[src/rtl/sleep_wake_pkg.sv]
package sleep_wake_pkg;
  typedef enum logic [2:0] {
    ST_RUN       = 3'd0,
    ST_ENTER     = 3'd1,
    ST_SLEEP     = 3'd2,
    ST_WAKE_WAIT = 3'd3,
    ST_WAKE_DONE = 3'd4
  } seq_state_e;
endpackage

[src/rtl/fault_sync.sv]
module fault_sync #(
  parameter int NUM_IN = 2
) (
  input  logic              clk_i,
  input  logic              rst_ni,
  input  logic [NUM_IN-1:0] fault_ni,
  output logic [NUM_IN-1:0] level_o,
  output logic [NUM_IN-1:0] fall_o
);
  logic [NUM_IN-1:0] s1_q, s2_q, prev_q;

  // reset to deasserted (high) so no edge is seen out of reset
  always_ff @(posedge clk_i or negedge rst_ni) begin
    if (!rst_ni) begin
      s1_q   <= '1;
      s2_q   <= '1;
      prev_q <= '1;
    end else begin
      s1_q   <= fault_ni;
      s2_q   <= s1_q;
      prev_q <= s2_q;
    end
  end

  assign level_o = s2_q;
  assign fall_o  = prev_q & ~s2_q;

  a_r10_fall_single: assert property (@(posedge clk_i) disable iff (!rst_ni)
    |fall_o |=> ((fall_o & $past(fall_o)) == '0));
endmodule

[src/rtl/tick_timer.sv]
module tick_timer #(
  parameter int WIDTH = 8
) (
  input  logic             clk_i,
  input  logic             rst_ni,
  input  logic             load_i,
  input  logic [WIDTH-1:0] load_val_i,
  output logic             done_o
);
  logic [WIDTH-1:0] cnt_q;

  always_ff @(posedge clk_i or negedge rst_ni) begin
    if (!rst_ni)              cnt_q <= '0;
    else if (load_i)          cnt_q <= load_val_i;
    else if (cnt_q != '0)     cnt_q <= cnt_q - 1'b1;
  end

  assign done_o = (cnt_q == '0);

  a_r3_timer_counts_down: assert property (@(posedge clk_i) disable iff (!rst_ni)
    (!load_i && !done_o) |=> (cnt_q == $past(cnt_q) - 1'b1));
endmodule

[src/rtl/sleep_wake_seq.sv]
module sleep_wake_seq
  import sleep_wake_pkg::*;
#(
  parameter int NUM_WAKE    = 4,
  parameter int NUM_GPIO    = 8,
  parameter int ENTER_TICKS = 3,
  parameter int STAB_TICKS  = 20,
  parameter int FAST_TICKS  = 6
) (
  input  logic                clk_i,
  input  logic                rst_ni,
  input  logic                sleep_req_i,
  input  logic [NUM_WAKE-1:0] wake_evt_i,
  input  logic                supply_fault_ni,
  input  logic                batt_fault_ni,
  input  logic                fast_wake_i,
  input  logic                osc_pd_i,
  input  logic                abort_en_i,
  input  logic [1:0]          float_cfg_i,
  input  logic [NUM_GPIO-1:0] gpio_sleep_val_i,
  output logic                pwr_en_o,
  output logic                periph_rst_o,
  output logic                gpio_sleep_sel_o,
  output logic [NUM_GPIO-1:0] gpio_sleep_val_o,
  output logic [1:0]          float_o,
  output logic                abort_req_o,
  output logic                running_o,
  output logic                wake_done_o
);
  localparam int MAX_TICKS = (STAB_TICKS > ENTER_TICKS) ?
                             ((STAB_TICKS > FAST_TICKS) ? STAB_TICKS : FAST_TICKS) :
                             ((ENTER_TICKS > FAST_TICKS) ? ENTER_TICKS : FAST_TICKS);
  localparam int TW = $clog2(MAX_TICKS + 1);

  seq_state_e          state_q, state_d;
  logic                fast_q;
  logic [NUM_GPIO-1:0] gpio_q;
  logic [1:0]          float_q;
  logic                abort_q, done_q;
  logic [1:0]          flt_lvl, flt_fall;
  logic                sup_ok;
  logic                tmr_load, tmr_done;
  logic [TW-1:0]       tmr_val;

  fault_sync #(.NUM_IN(2)) u_sync (
    .clk_i    (clk_i),
    .rst_ni   (rst_ni),
    .fault_ni ({batt_fault_ni, supply_fault_ni}),
    .level_o  (flt_lvl),
    .fall_o   (flt_fall)
  );
  assign sup_ok = flt_lvl[0];

  always_comb begin
    state_d = state_q;
    unique case (state_q)
      ST_RUN:       if (sleep_req_i) state_d = ST_ENTER;
      ST_ENTER:     if (tmr_done) state_d = ST_SLEEP;
      ST_SLEEP:     if (|wake_evt_i && sup_ok) state_d = ST_WAKE_WAIT;
      ST_WAKE_WAIT: if (fast_q && !sup_ok) state_d = ST_SLEEP;
                    else if (tmr_done) state_d = ST_WAKE_DONE;
      ST_WAKE_DONE: if (fast_q && !sup_ok) state_d = ST_SLEEP;
                    else state_d = ST_RUN;
      default:      state_d = ST_RUN;
    endcase
  end

  assign tmr_load = (state_d != state_q);
  always_comb begin
    tmr_val = '0;
    if (state_d == ST_ENTER)     tmr_val = TW'(ENTER_TICKS - 1);
    if (state_d == ST_WAKE_WAIT) tmr_val = fast_q ? TW'(FAST_TICKS - 1) : TW'(STAB_TICKS - 1);
  end

  tick_timer #(.WIDTH(TW)) u_tmr (
    .clk_i      (clk_i),
    .rst_ni     (rst_ni),
    .load_i     (tmr_load),
    .load_val_i (tmr_val),
    .done_o     (tmr_done)
  );

  always_ff @(posedge clk_i or negedge rst_ni) begin
    if (!rst_ni) begin
      state_q <= ST_RUN;
      fast_q  <= 1'b0;
      gpio_q  <= '0;
      float_q <= '0;
      abort_q <= 1'b0;
      done_q  <= 1'b0;
    end else begin
      state_q <= state_d;
      if (state_q == ST_RUN && sleep_req_i) begin
        fast_q  <= fast_wake_i & ~osc_pd_i;
        gpio_q  <= gpio_sleep_val_i;
        float_q <= float_cfg_i;
      end else if (state_d == ST_RUN && state_q != ST_RUN) begin
        float_q <= '0;
      end
      abort_q <= (state_q == ST_RUN) && abort_en_i && (|flt_fall);
      done_q  <= (state_q == ST_WAKE_DONE) && (state_d == ST_RUN);
    end
  end

  assign running_o        = (state_q == ST_RUN);
  assign periph_rst_o     = (state_q == ST_ENTER) || (state_q == ST_SLEEP) ||
                            (state_q == ST_WAKE_WAIT);
  assign gpio_sleep_sel_o = (state_q == ST_SLEEP) || (state_q == ST_WAKE_WAIT);
  assign gpio_sleep_val_o = gpio_q;
  assign float_o          = float_q;
  assign pwr_en_o         = (state_q != ST_SLEEP) || fast_q;
  assign abort_req_o      = abort_q;
  assign wake_done_o      = done_q;

  a_r2_req_only_from_run: assert property (@(posedge clk_i) disable iff (!rst_ni)
    (state_q == ST_ENTER) |-> ($past(state_q) inside {ST_RUN, ST_ENTER}));
  a_r5_fast_fault_sleep: assert property (@(posedge clk_i) disable iff (!rst_ni)
    ((state_q inside {ST_WAKE_WAIT, ST_WAKE_DONE}) && fast_q && !sup_ok) |=> (state_q == ST_SLEEP));
  a_r6_wake_needs_supply: assert property (@(posedge clk_i) disable iff (!rst_ni)
    ($past(state_q) == ST_SLEEP && state_q == ST_WAKE_WAIT) |-> $past(sup_ok));
  a_r7_done_after_release: assert property (@(posedge clk_i) disable iff (!rst_ni)
    wake_done_o |-> (running_o && !$past(periph_rst_o) && !$past(running_o)));
  a_r7_sel_implies_rst: assert property (@(posedge clk_i) disable iff (!rst_ni)
    gpio_sleep_sel_o |-> periph_rst_o);
  a_r9_float_cleared: assert property (@(posedge clk_i) disable iff (!rst_ni)
    $rose(running_o) |-> (float_o == 2'b00));
  a_r10_abort_pulse: assert property (@(posedge clk_i) disable iff (!rst_ni)
    abort_req_o |=> !abort_req_o);
endmodule

[config.mk]
export PLATFORM = sky130hd
export DESIGN_NAME = sleep_wake_seq
export DESIGN_NICKNAME = d
export VERILOG_FILES = /design/src/rtl/sleep_wake_pkg.sv /design/src/rtl/fault_sync.sv /design/src/rtl/tick_timer.sv /design/src/rtl/sleep_wake_seq.sv
export SDC_FILE = /design/constraint.sdc
export NUM_CORES = 1
export LEC_CHECK = 0
export ABC_CLOCK_PERIOD_IN_PS = 1800
export BUFFER_PORTS_ARGS = -buffer_cell sky130_fd_sc_hd__buf_2
export CAP_MARGIN = 20
export CORE_MARGIN = 2
export CORE_UTILIZATION = 45
export DETAILED_ROUTE_END_ITERATION = 10
export PLACE_DENSITY = 0.74
export SLEW_MARGIN = 20
export SYNTH_ARGS = -nofsm -noshare
export SYNTH_HDL_FRONTEND = slang
export SYNTH_HIERARCHICAL = 1
export SYNTH_SLANG_ARGS = --single-unit
[constraint.sdc]
create_clock -name clk_i -period 1.8 [get_ports clk_i]
set_input_delay 0.36 -clock clk_i [delete_from_list [all_inputs] [get_ports clk_i]]
set_output_delay 0.36 -clock clk_i [all_outputs]
set_load 0.03 [all_outputs]
Yosys cells after proc, flatten, opt, wreduce, memory -nomap -nowiden. Index checks and enable logic that the tools add are counted.

Bits in registers: 27. Bits of input ports: 22. Output and inout port bits: 16. Word-level logic and storage cells: 58.

Add/subtract/negate cells: 1. Equal/unequal tests: 8. Multiplexer cells: 14. Bitwise logic cells: 4. Reduce and logical (&&, ||, !) cells: 21.

Operators with widths (count): $mux W5 (4); $mux W3 (5); $pmux W3 S5 (1); $eq A3 B2 Y1 const B (3); $mux W2 (4); $logic_and A1 B1 Y1 (7); $eq A3 B1 Y1 const B (2); $logic_not A3 Y1 (2); $logic_not A5 Y1 (1); $reduce_bool A5 Y1 (1); $sub A5 B1 Y5 const B (1); $logic_or A1 B1 Y1 (4); $reduce_bool A2 Y1 (2); $reduce_or A4 Y1 (1); $eq A3 B3 Y1 const B (1); $ne A3 B2 Y1 const B (1); $ne A3 B3 Y1 (1); $reduce_bool A3 Y1 (1); $and A2 B2 Y2 (1); $not A2 Y2 (1); $reduce_or A2 Y1 (1); $and A1 B1 Y1 (1); $logic_not A1 Y1 (1); $not A1 Y1 (1).

Depth between registers and ports, before layout. Gate-level depths: netlist (run 1).

Depth after elaboration: 8. Mapped depth: 10. Gate-level depth less buffers: 10.

Hierarchy. The synthesis (run 1) kept the hierarchy.

Modules (own cells, without submodules): sleep_wake_seq (times used 1, cells an instance 83, area an instance 785.8 µm², seq. area each 400.4 µm²); tick_timer (times used 1, cells an instance 27, area an instance 279.0 µm², seq. area each 125.1 µm²); fault_sync (times used 1, cells an instance 8, area an instance 185.2 µm², seq. area each 157.7 µm²).

Worst setup path before layout (run 1). Ideal clock, no wire load.

Kind: register -> register. Start point: register u_tmr.cnt_q[0]. End point: register u_tmr.cnt_q[2]. Library setup time: 96 ps. Arrival time: 1766 ps. Data required time: 1704 ps. Slack: -62 ps. Stages on the path, launching flop included: 10. Buffers on the path: 0. Period minus slack after synthesis: 1862 ps. Cell sequence: dfrtp_1 > inv_1 > ha_1 > nor4b_4 > nand2_1 > a2bb2oi_1 > o22a_1 > nor3_1 > nand2_1 > o31ai_1.

Longest elaborated chain between the ends: 7. Elaborated cells between the ends (all ways): 13. Classes of those cells: add/sub: 1; eq/ne: 2; mux: 7; reduce/logical: 3.

Ends and longest elaborated chain: from (decl) (line tick_timer.sv:10) `logic [WIDTH-1:0] cnt_q;`; from (signal assigned) (line tick_timer.sv:14) `else if (load_i) cnt_q <= load_val_i;`; from (signal assigned) (line tick_timer.sv:15) `else if (cnt_q != '0) cnt_q <= cnt_q - 1'b1;`; $logic_not A5 Y1 (*) (line tick_timer.sv:18) `assign done_o = (cnt_q == '0);`; via tmr_done (line sleep_wake_seq.sv:42) `logic tmr_load, tmr_done;`; $mux W3 (line sleep_wake_seq.sv:61) `else if (tmr_done) state_d = ST_WAKE_DONE;`; $mux W3 (line sleep_wake_seq.sv:60) `ST_WAKE_WAIT: if (fast_q && !sup_ok) state_d = ST_SLEEP;`; $pmux W3 S5 (*) (line sleep_wake_seq.sv:56) `unique case (state_q)`; $eq A3 B2 Y1 (*) (line sleep_wake_seq.sv:72) `if (state_d == ST_WAKE_WAIT) tmr_val = fast_q ? TW'(FAST_TICKS - 1) : TW'(STAB_TICKS - 1);`; $mux W5 (*) (line sleep_wake_seq.sv:72); via tmr_val[2] (line sleep_wake_seq.sv:43) `logic [TW-1:0] tmr_val;`; $mux W5 (*) (line tick_timer.sv:14).

Mark *: on every way through the listed nets, which the timed path passes. The rest lies on a longest branch. The select of a mux whose other input is x is not followed. A chain may end at the register's enable or synchronous reset.

Worst setup path after layout (run 1).
Start point: register u_tmr.cnt_q[1]. End point: register u_tmr.cnt_q[1].

Longest elaborated chain between the ends: 8. Elaborated cells between the ends (all ways): 15. Classes of those cells: add/sub: 1; eq/ne: 3; mux: 8; reduce/logical: 3.

Ends and longest elaborated chain: $logic_not A5 Y1 (*) (line tick_timer.sv:18); via tmr_done (line sleep_wake_seq.sv:42); $mux W3 (line sleep_wake_seq.sv:61); $mux W3 (line sleep_wake_seq.sv:60); $pmux W3 S5 (*) (line sleep_wake_seq.sv:56); via state_d[1] (line sleep_wake_seq.sv:35) `seq_state_e state_q, state_d;`; $eq A3 B1 Y1 (line sleep_wake_seq.sv:71) `if (state_d == ST_ENTER) tmr_val = TW'(ENTER_TICKS - 1);`; $mux W2 (line sleep_wake_seq.sv:71); $mux W5 (*) (line sleep_wake_seq.sv:72); via tmr_val[1] (line sleep_wake_seq.sv:43); $mux W5 (*) (line tick_timer.sv:14).

Marks and branches as above.

==> qor.csv, run 1 <==
stage;metric;value;unit
timing;post-route-min-period;1806;ps
critical_path;cp.arrival;2030;ps
grt;grt_max_degree;28;
placement;place_area;1494;sq um
timing;slew_violations;0;
critical_path;crit_start;u_tmr/cnt_q[1];
pwr;power.share.combinational;58.7;%
cts;clk_latency;330;ps
status;violations;setup timing;
finish;syn2layout_area_growth;34.43;%
yosys;yosys_warnings;6;
critical_path;worstSetupPathType;register to register;
yosys;synth_fa_ha_area_share;1.001;%
floorplan;start_util;46.53;%
route;first_iter_violations;8;
floorplan;core_area;2686;sq um
cts;cts-root-buf;clkbuf_4;
timing;clock_skew;12.73;ps
status;status;complete, but fails checks;
critical_path;r2r-start;u_tmr/cnt_q[1];
timing;fmax;553.7;MHz
pwr;leakagePower;0.8682;nW
pwr;power_density;1837;nW/um^2
timing;worst_slew_pin_slew;591.2;ps
critical_path;cpPeakStageDelay;410;ps
floorplan;fp.dieW;56.71;um
timing;setup_viol;2;
pwr;internal-power;1.697;mW
route;vias;1059;
grt;grt_pass1_vias;1027;
yosys;synth_xor_area_share;2.102;%
placement;io_buffers;37;
yosys;synth_area_per_cell;10.59;sq um
placement;hpwlAfterDp;1.865;mm
floorplan;fp-row-count;19;
critical_path;path_cells;inv_2, ha_4, nor4b_4, nand2_2, a2bb2oi_1, o22a_2, inv_1, a21oi_1, nand2_1, o21ai_2;
floorplan;dieArea;3215;sq um
critical_path;critPathRequiredTime;2030;ps
route;vias_per_cell;5.141;
finish;final_cell_count_no_fill;206;
yosys;synth.distinct_cells;38;
grt;overflow;0;
timing;finalHoldViolations;0;
pwr;clock_power_share;8.5;%
finish;finalNetCount;199;
placement;gp_routability_congestion;0.7891;
yosys;synth_top_family_by_area;simple AND/OR/NAND/NOR gates;
timing;fin_hold_ws;6.084;ps
grt;grt_pass1_wl;4.471;mm
finish;diodes;0;
critical_path;cp_max_fo;4;
pwr;switching_share;45.03;%
finish;fillCellCount;234;
timing;period_share;100.3;%
yosys;synthSimpleGateAreaFrac;25.43;%
yosys;syn_inst;118;
finish;fin_area;1680;sq um
yosys;synth_nets;141;
pwr;p_switching;1.390;mW
cts;cts_tree;done;
critical_path;worst_setup_path_start_kind;register;
yosys;synthMuxAreaShare;0.9009;%
cts;cts_max_level;1;
pwr;ir_drop;1.048;mV
floorplan;die_h;56.71;um
route;ant_nets;0;
grt;antenna_found_initial;0;
grt;grt_use_total;17.98;%
yosys;synth_compound_area_share;11.71;%
timing;setup_ws;-6.147;ps
pwr;seq_power_share;32.8;%
timing;fin_setup_tns;-6.684;ps
yosys;synth_seq_cells;27;
cts;ctsLongestPathBuffers;2;
timing;rsz0062_at_grt;yes;
route;wl_per_cell;13.58;um
cts;clk_pin_slew;150;ps
yosys;synth_area;1250;sq um
placement;placedCellCount;187;
min_path;min_path_type;input pin to async pin;
route;firstDrtPassIters;4;
route;route.detailed.drc;0;
cts;cts_buffers;3;
critical_path;slowest_stage;dfrtp_1;
yosys;ys_seq_area_share;54.65;%
route;wirelength;2.798;mm
timing;maxSlewHeadroom;60.59;%
floorplan;io_pins;38;
finish;drive_gt1_share;50.86;%
placement;pre_cts_ws;-25.72;ps
cts;cts_sinks;27;
critical_path;end_kind;register;
job;cap_violations;0;
[what timing repair did]
action | CTS | global route
pin swaps | 2 | 6
buffers inserted | 10 | 4
gates resized for setup | 5 | 11
cloned | 0 | 1
setup endpoints to repair | 4 | 7
hold buffers | 0 | 0
[logic make-up after synthesis]
group | count (synthesis)
compound gates | 18
xor+xnor | 3
fa+ha+maj | 1
buf+inv | 10
flops | 27
mux | 1
other cells | 1
simple gates | 57
[layout make-up]
class,count,area (sq um),area share [%]
clock inverter,1,5.005,0.2978
tap,31,38.79,2.308
multi-input combinational,82,574.3,34.18
clock buffer,3,22.52,1.340
inverter,7,26.28,1.564
sequential,27,684.4,40.73
timing repair buffer,55,329.1,19.58
[cells in the mapped netlist (all sizes together)]
master | n | area share, %
ha | 1 | 1.0
nand4b | 1 | 1.2
and3b | 1 | 0.70
inv | 7 | 2.1
or3 | 1 | 0.50
a21oi | 2 | 0.80
a22o | 2 | 1.4
o31ai | 3 | 1.8
nand3 | 1 | 0.40
a32o | 2 | 1.6
dfstp | 6 | 13
nand3b | 1 | 0.60
and2 | 2 | 1.0
dfrtp | 21 | 42
o211a | 1 | 0.80
nor2 | 5 | 1.5
xnor2 | 3 | 2.1
or2b | 1 | 0.60
clkbuf | 1 | 0.30
mux2 | 1 | 0.90
o21ai | 5 | 2.3
nand2 | 32 | 9.8
a2bb2oi | 1 | 0.70
nor4b | 1 | 1.9
nor3 | 5 | 2.4
nor2b | 5 | 3.9
o221a | 1 | 1.6
or4 | 1 | 0.90
conb | 1 | 0.30
buf | 2 | 1.5
o22a | 1 | 0.70
[critical path: cells and delay by family, from the launching register on]
family          cells  cell delay [ps]
compound gates      4              560
fa+ha+maj           1              130
buf+inv             2              190
simple gates        3              420
flops               1              410
[registers in the layout (all words and copies together), names as in the netlist]
| signal | cells |
|---|---|
| abort_req_o | 1 |
| fast_q | 1 |
| float_o | 2 |
| gpio_sleep_val_o | 8 |
| state_q | 3 |
| u_sync/level_o | 2 |
| u_sync/prev_q | 2 |
| u_sync/s1_q | 2 |
| u_tmr/cnt_q | 5 |
| wake_done_o | 1 |
[cell usage in the layout, fill, tap and decap left out, types with 2 or more instances in the layout]
cell type	instances
buf_4	19
inv_2	2
clkbuf_4	3
o31ai_1	2
and2_1	2
nor2b_4	2
nor2b_1	2
buf_2	35
dfrtp_1	20
a22o_1	2
nor3_2	2
o21ai_1	3
inv_1	5
nand2_1	30
a32o_1	2
dfstp_2	6
nor2_2	2
xnor2_1	3
nor2_1	3
nand2_2	2
nor3_1	2
[path summary, 6_finish.rpt]
check	endpoint	slack (ps)	cells after the start
max in group asynchronous	state_q[1]	1380	1
min in group clk_i	u_sync/s1_q[1]	110	1
min reg2reg	u_sync/level_o[0]	370	0
min	gpio_sleep_val_o[5]	6	1
max	u_tmr/cnt_q[1]	-6	10
max reg2reg	u_tmr/cnt_q[1]	-6	10
[through the flow]
stage	total power, mW	util, %
after detailed placement	2.467	55.61
after global routing	3.294	62.55
after CTS	2.912	60.04
after floorplan	2.082	-
after global placement	2.412	55.61
final	3.087	62.55
[power by group through the flow]
stage	logic, mW	registers, mW	clock network (mW)
final	1.81	1.01	0.262
after global routing	1.97	1.04	0.290
after CTS	1.64	1.00	0.272
after detailed placement	1.45	1.02	0
after global placement	1.40	1.01	0
after floorplan	0.880	1.20	0
[per-layer routing]
metal | share of wire [%] | wire, um | vias to the layer above | global-route usage (%)
li1 | - | - | 511 | -
met1 | 43 | 1203 | 512 | 24.02
met2 | 51 | 1426 | 34 | 29.40
met3 | 5.4 | 151 | 2 | 2.304
met4 | 0.54 | 15 | 0 | 7.483
met5 | 0 | 0 | - | 0
Power figures use the tool's default switching activity.
==> run 2: changes to the inputs <==
--- a/config.mk
+++ b/config.mk
@@ -11,9 +11,9 @@
 export CORE_MARGIN = 2
 export CORE_UTILIZATION = 45
 export DETAILED_ROUTE_END_ITERATION = 10
+export GPL_TIMING_DRIVEN = 0
 export PLACE_DENSITY = 0.74
 export SLEW_MARGIN = 20
 export SYNTH_ARGS = -nofsm -noshare
 export SYNTH_HDL_FRONTEND = slang
-export SYNTH_HIERARCHICAL = 1
 export SYNTH_SLANG_ARGS = --single-unit
==> qor.csv, run 2 <==
stage;metric;value;unit
cts;cts_max_level;1;
finish;drive_gt1_share;40.13;%
timing;setup_ws;54.42;ps
timing;post-route-min-period;1746;ps
finish;utilization;59.52;%
grt;grt_pass1_vias;1013;
timing;period_share;96.98;%
finish;fin_area;1501;sq um
pwr;power_density;1866;nW/um^2
timing;finalHoldViolations;0;
critical_path;critPathRequiredTime;1440;ps
pwr;ir_drop;1.152;mV
route;route.detailed.drc;0;
floorplan;die_h;56.18;um
cts;cts_buffers;3;
route;wirelength;2.385;mm
yosys;synth_area;1225;sq um
placement;pre_cts_ws;-40.56;ps
critical_path;r2r_slack;80;ps
yosys;synthTopCellsByCount;nand2_1 (29), dfrtp_1 (21), dfstp_2 (6), inv_1 (6), nor2_1 (6);
job;cap_violations;0;
cts;cts_hold_buf;0;
yosys;synth_nets;137;
route;vias;986;
route;wl_per_cell;12.75;um
timing;setup_viol;0;
grt;grt_max_degree;28;
timing;worst_slew_pin_slew;578.7;ps
critical_path;cp.arrival;1390;ps
finish;final_cell_mix;buf_2 (39), nand2_1 (29), dfrtp_1 (21), nor2_1 (6), dfstp_2 (6);
cts;cts-root-buf;clkbuf_4;
grt;overflow;0;
timing;fin_hold_ws;8.338;ps
yosys;synth_flop_cell;dfrtp_1;
floorplan;dieArea;3156;sq um
cts;cts_tree;done;
floorplan;start_util;48.56;%
cts;clk_latency;320;ps
critical_path;cp_max_fo;7;
floorplan;core_area;2522;sq um
timing;fmax;572.9;MHz
yosys;ys_seq_area_share;55.77;%
finish;diodes;0;
cts;cts_sinks;27;
yosys;synth_area_leaders;dfrtp_1 (43%), dfstp_2 (13%), nand2_1 (8.9%);
critical_path;worst_setup_path_start_kind;register;
finish;finalNetCount;182;
yosys;yosys.area.top_type;dfrtp_1;
cts;ctsLongestPathBuffers;2;
placement;hpwlAfterDp;1.788;mm
critical_path;rr_worst_depth;7;
grt;grt_pass1_wl;4.243;mm
yosys;synth_seq_cells;27;
route;first_iter_violations;17;
finish;syn2layout_area_growth;22.57;%
yosys;synth_top_area_share;42.90;%
timing;clock_skew;1.207;ps
grt;grt_use_total;16.85;%
cts;clk_pin_slew;140;ps
finish;layout_commonest_cell;buf_2;
floorplan;fp.dieW;56.18;um
min_path;min_path_type;input pin to async pin;
placement;io_buffers;37;
route;firstDrtPassIters;4;
finish;largest_reg_flops;8;
placement;gp_routability_congestion;0.8369;
grt;antenna_found_initial;0;
timing;rsz0062_at_grt;yes;
route;vias_per_cell;5.273;
placement;place_area;1448;sq um
timing;maxSlewHeadroom;61.42;%
critical_path;r2r_end;u_tmr.cnt_q[1];
yosys;yosys_warnings;0;
floorplan;io_pins;38;
yosys;synth_area_per_cell;10.84;sq um
yosys;async_flop_share;100.0;%
critical_path;end_kind;primary output;
route;ant_nets;0;
yosys;synth.distinct_cells;39;
finish;fillCellCount;229;
critical_path;r2r-start;u_tmr.cnt_q[1];
yosys;synth_edf_count;0;
timing;fin_setup_tns;0;ps
critical_path;worstSetupPathType;register to primary output;
yosys;yosysMostFrequentCell;nand2_1;
timing;slew_violations;0;
yosys;syn_inst;113;
floorplan;fp-row-count;18;
status;status;finished clean;
pwr;leakagePower;0.7737;nW
run 2: worst max path at each step:
| stage | start | end | slack (ps) |
|---|---|---|---|
| finish | state_q[0] | pwr_en_o | 50 |
| global route | state_q[2] | pwr_en_o | -10 |
| CTS | state_q[2] | pwr_en_o | 50 |
| detailed placement | u_tmr.cnt_q[0] | u_tmr.cnt_q[1] | -40 |
| global placement | u_tmr.cnt_q[0] | u_tmr.cnt_q[1] | 20 |
| floorplan | state_q[0] | float_o[0] | 60 |
run 2: critical path, cell delays in order, from the launching register on:
cell and delay (ps):
dfrtp_1 490, nor2_2 270, nand3_1 110, buf_2 190
run 2: final cells by class:
type	count	area [sq um]	share of cell area, %
tap	30	37.54	2.500
buffer	3	23.77	1.583
multi-input combinational	77	500.5	33.33
sequential	27	683.2	45.50
inverter	6	22.52	1.500
timing repair buffer	40	207.7	13.83
clock buffer	4	26.28	1.750
run 2: routing by layer:
metal,up-vias,part of all wire (%),GRT usage [%]
li1,474,-,-
met3,6,5.0,2.558
met2,28,51,29.92
met5,-,0,0
met1,478,42,20.39
met4,0,2.4,6.463
run 2: per-stage QoR:
stage          power (mW)  std cells
2_1_floorplan       2.123        113
3_3_place_gp        2.439        180
3_5_place_dp        2.495        180
4_1_cts             2.790        186
5_1_grt             3.000        187
6_report            2.802        187
run 2: cell families after synthesis:
group | synth area share, %
fa+ha+maj | 2.043
simple gates | 23.39
flops | 55.77
mux | 0.8172
compound gates | 12.05
buf+inv | 3.779
xor+xnor | 2.145
run 2: power by group:
part | total, mW | switching (mW) | leakage [nW] | internal [mW]
combinational | 1.55 | 0.912 | 0.430 | 0.641
clock | 0.261 | 0.174 | 0.0150 | 0.0869
sequential | 0.989 | 0.167 | 0.329 | 0.822
run 2: what timing repair did:
action,4_1_cts,5_1_grt
gates resized for setup,0,2
setup buffers,2,1
gates cloned,0,0
endpoints found under the setup margin,1,3
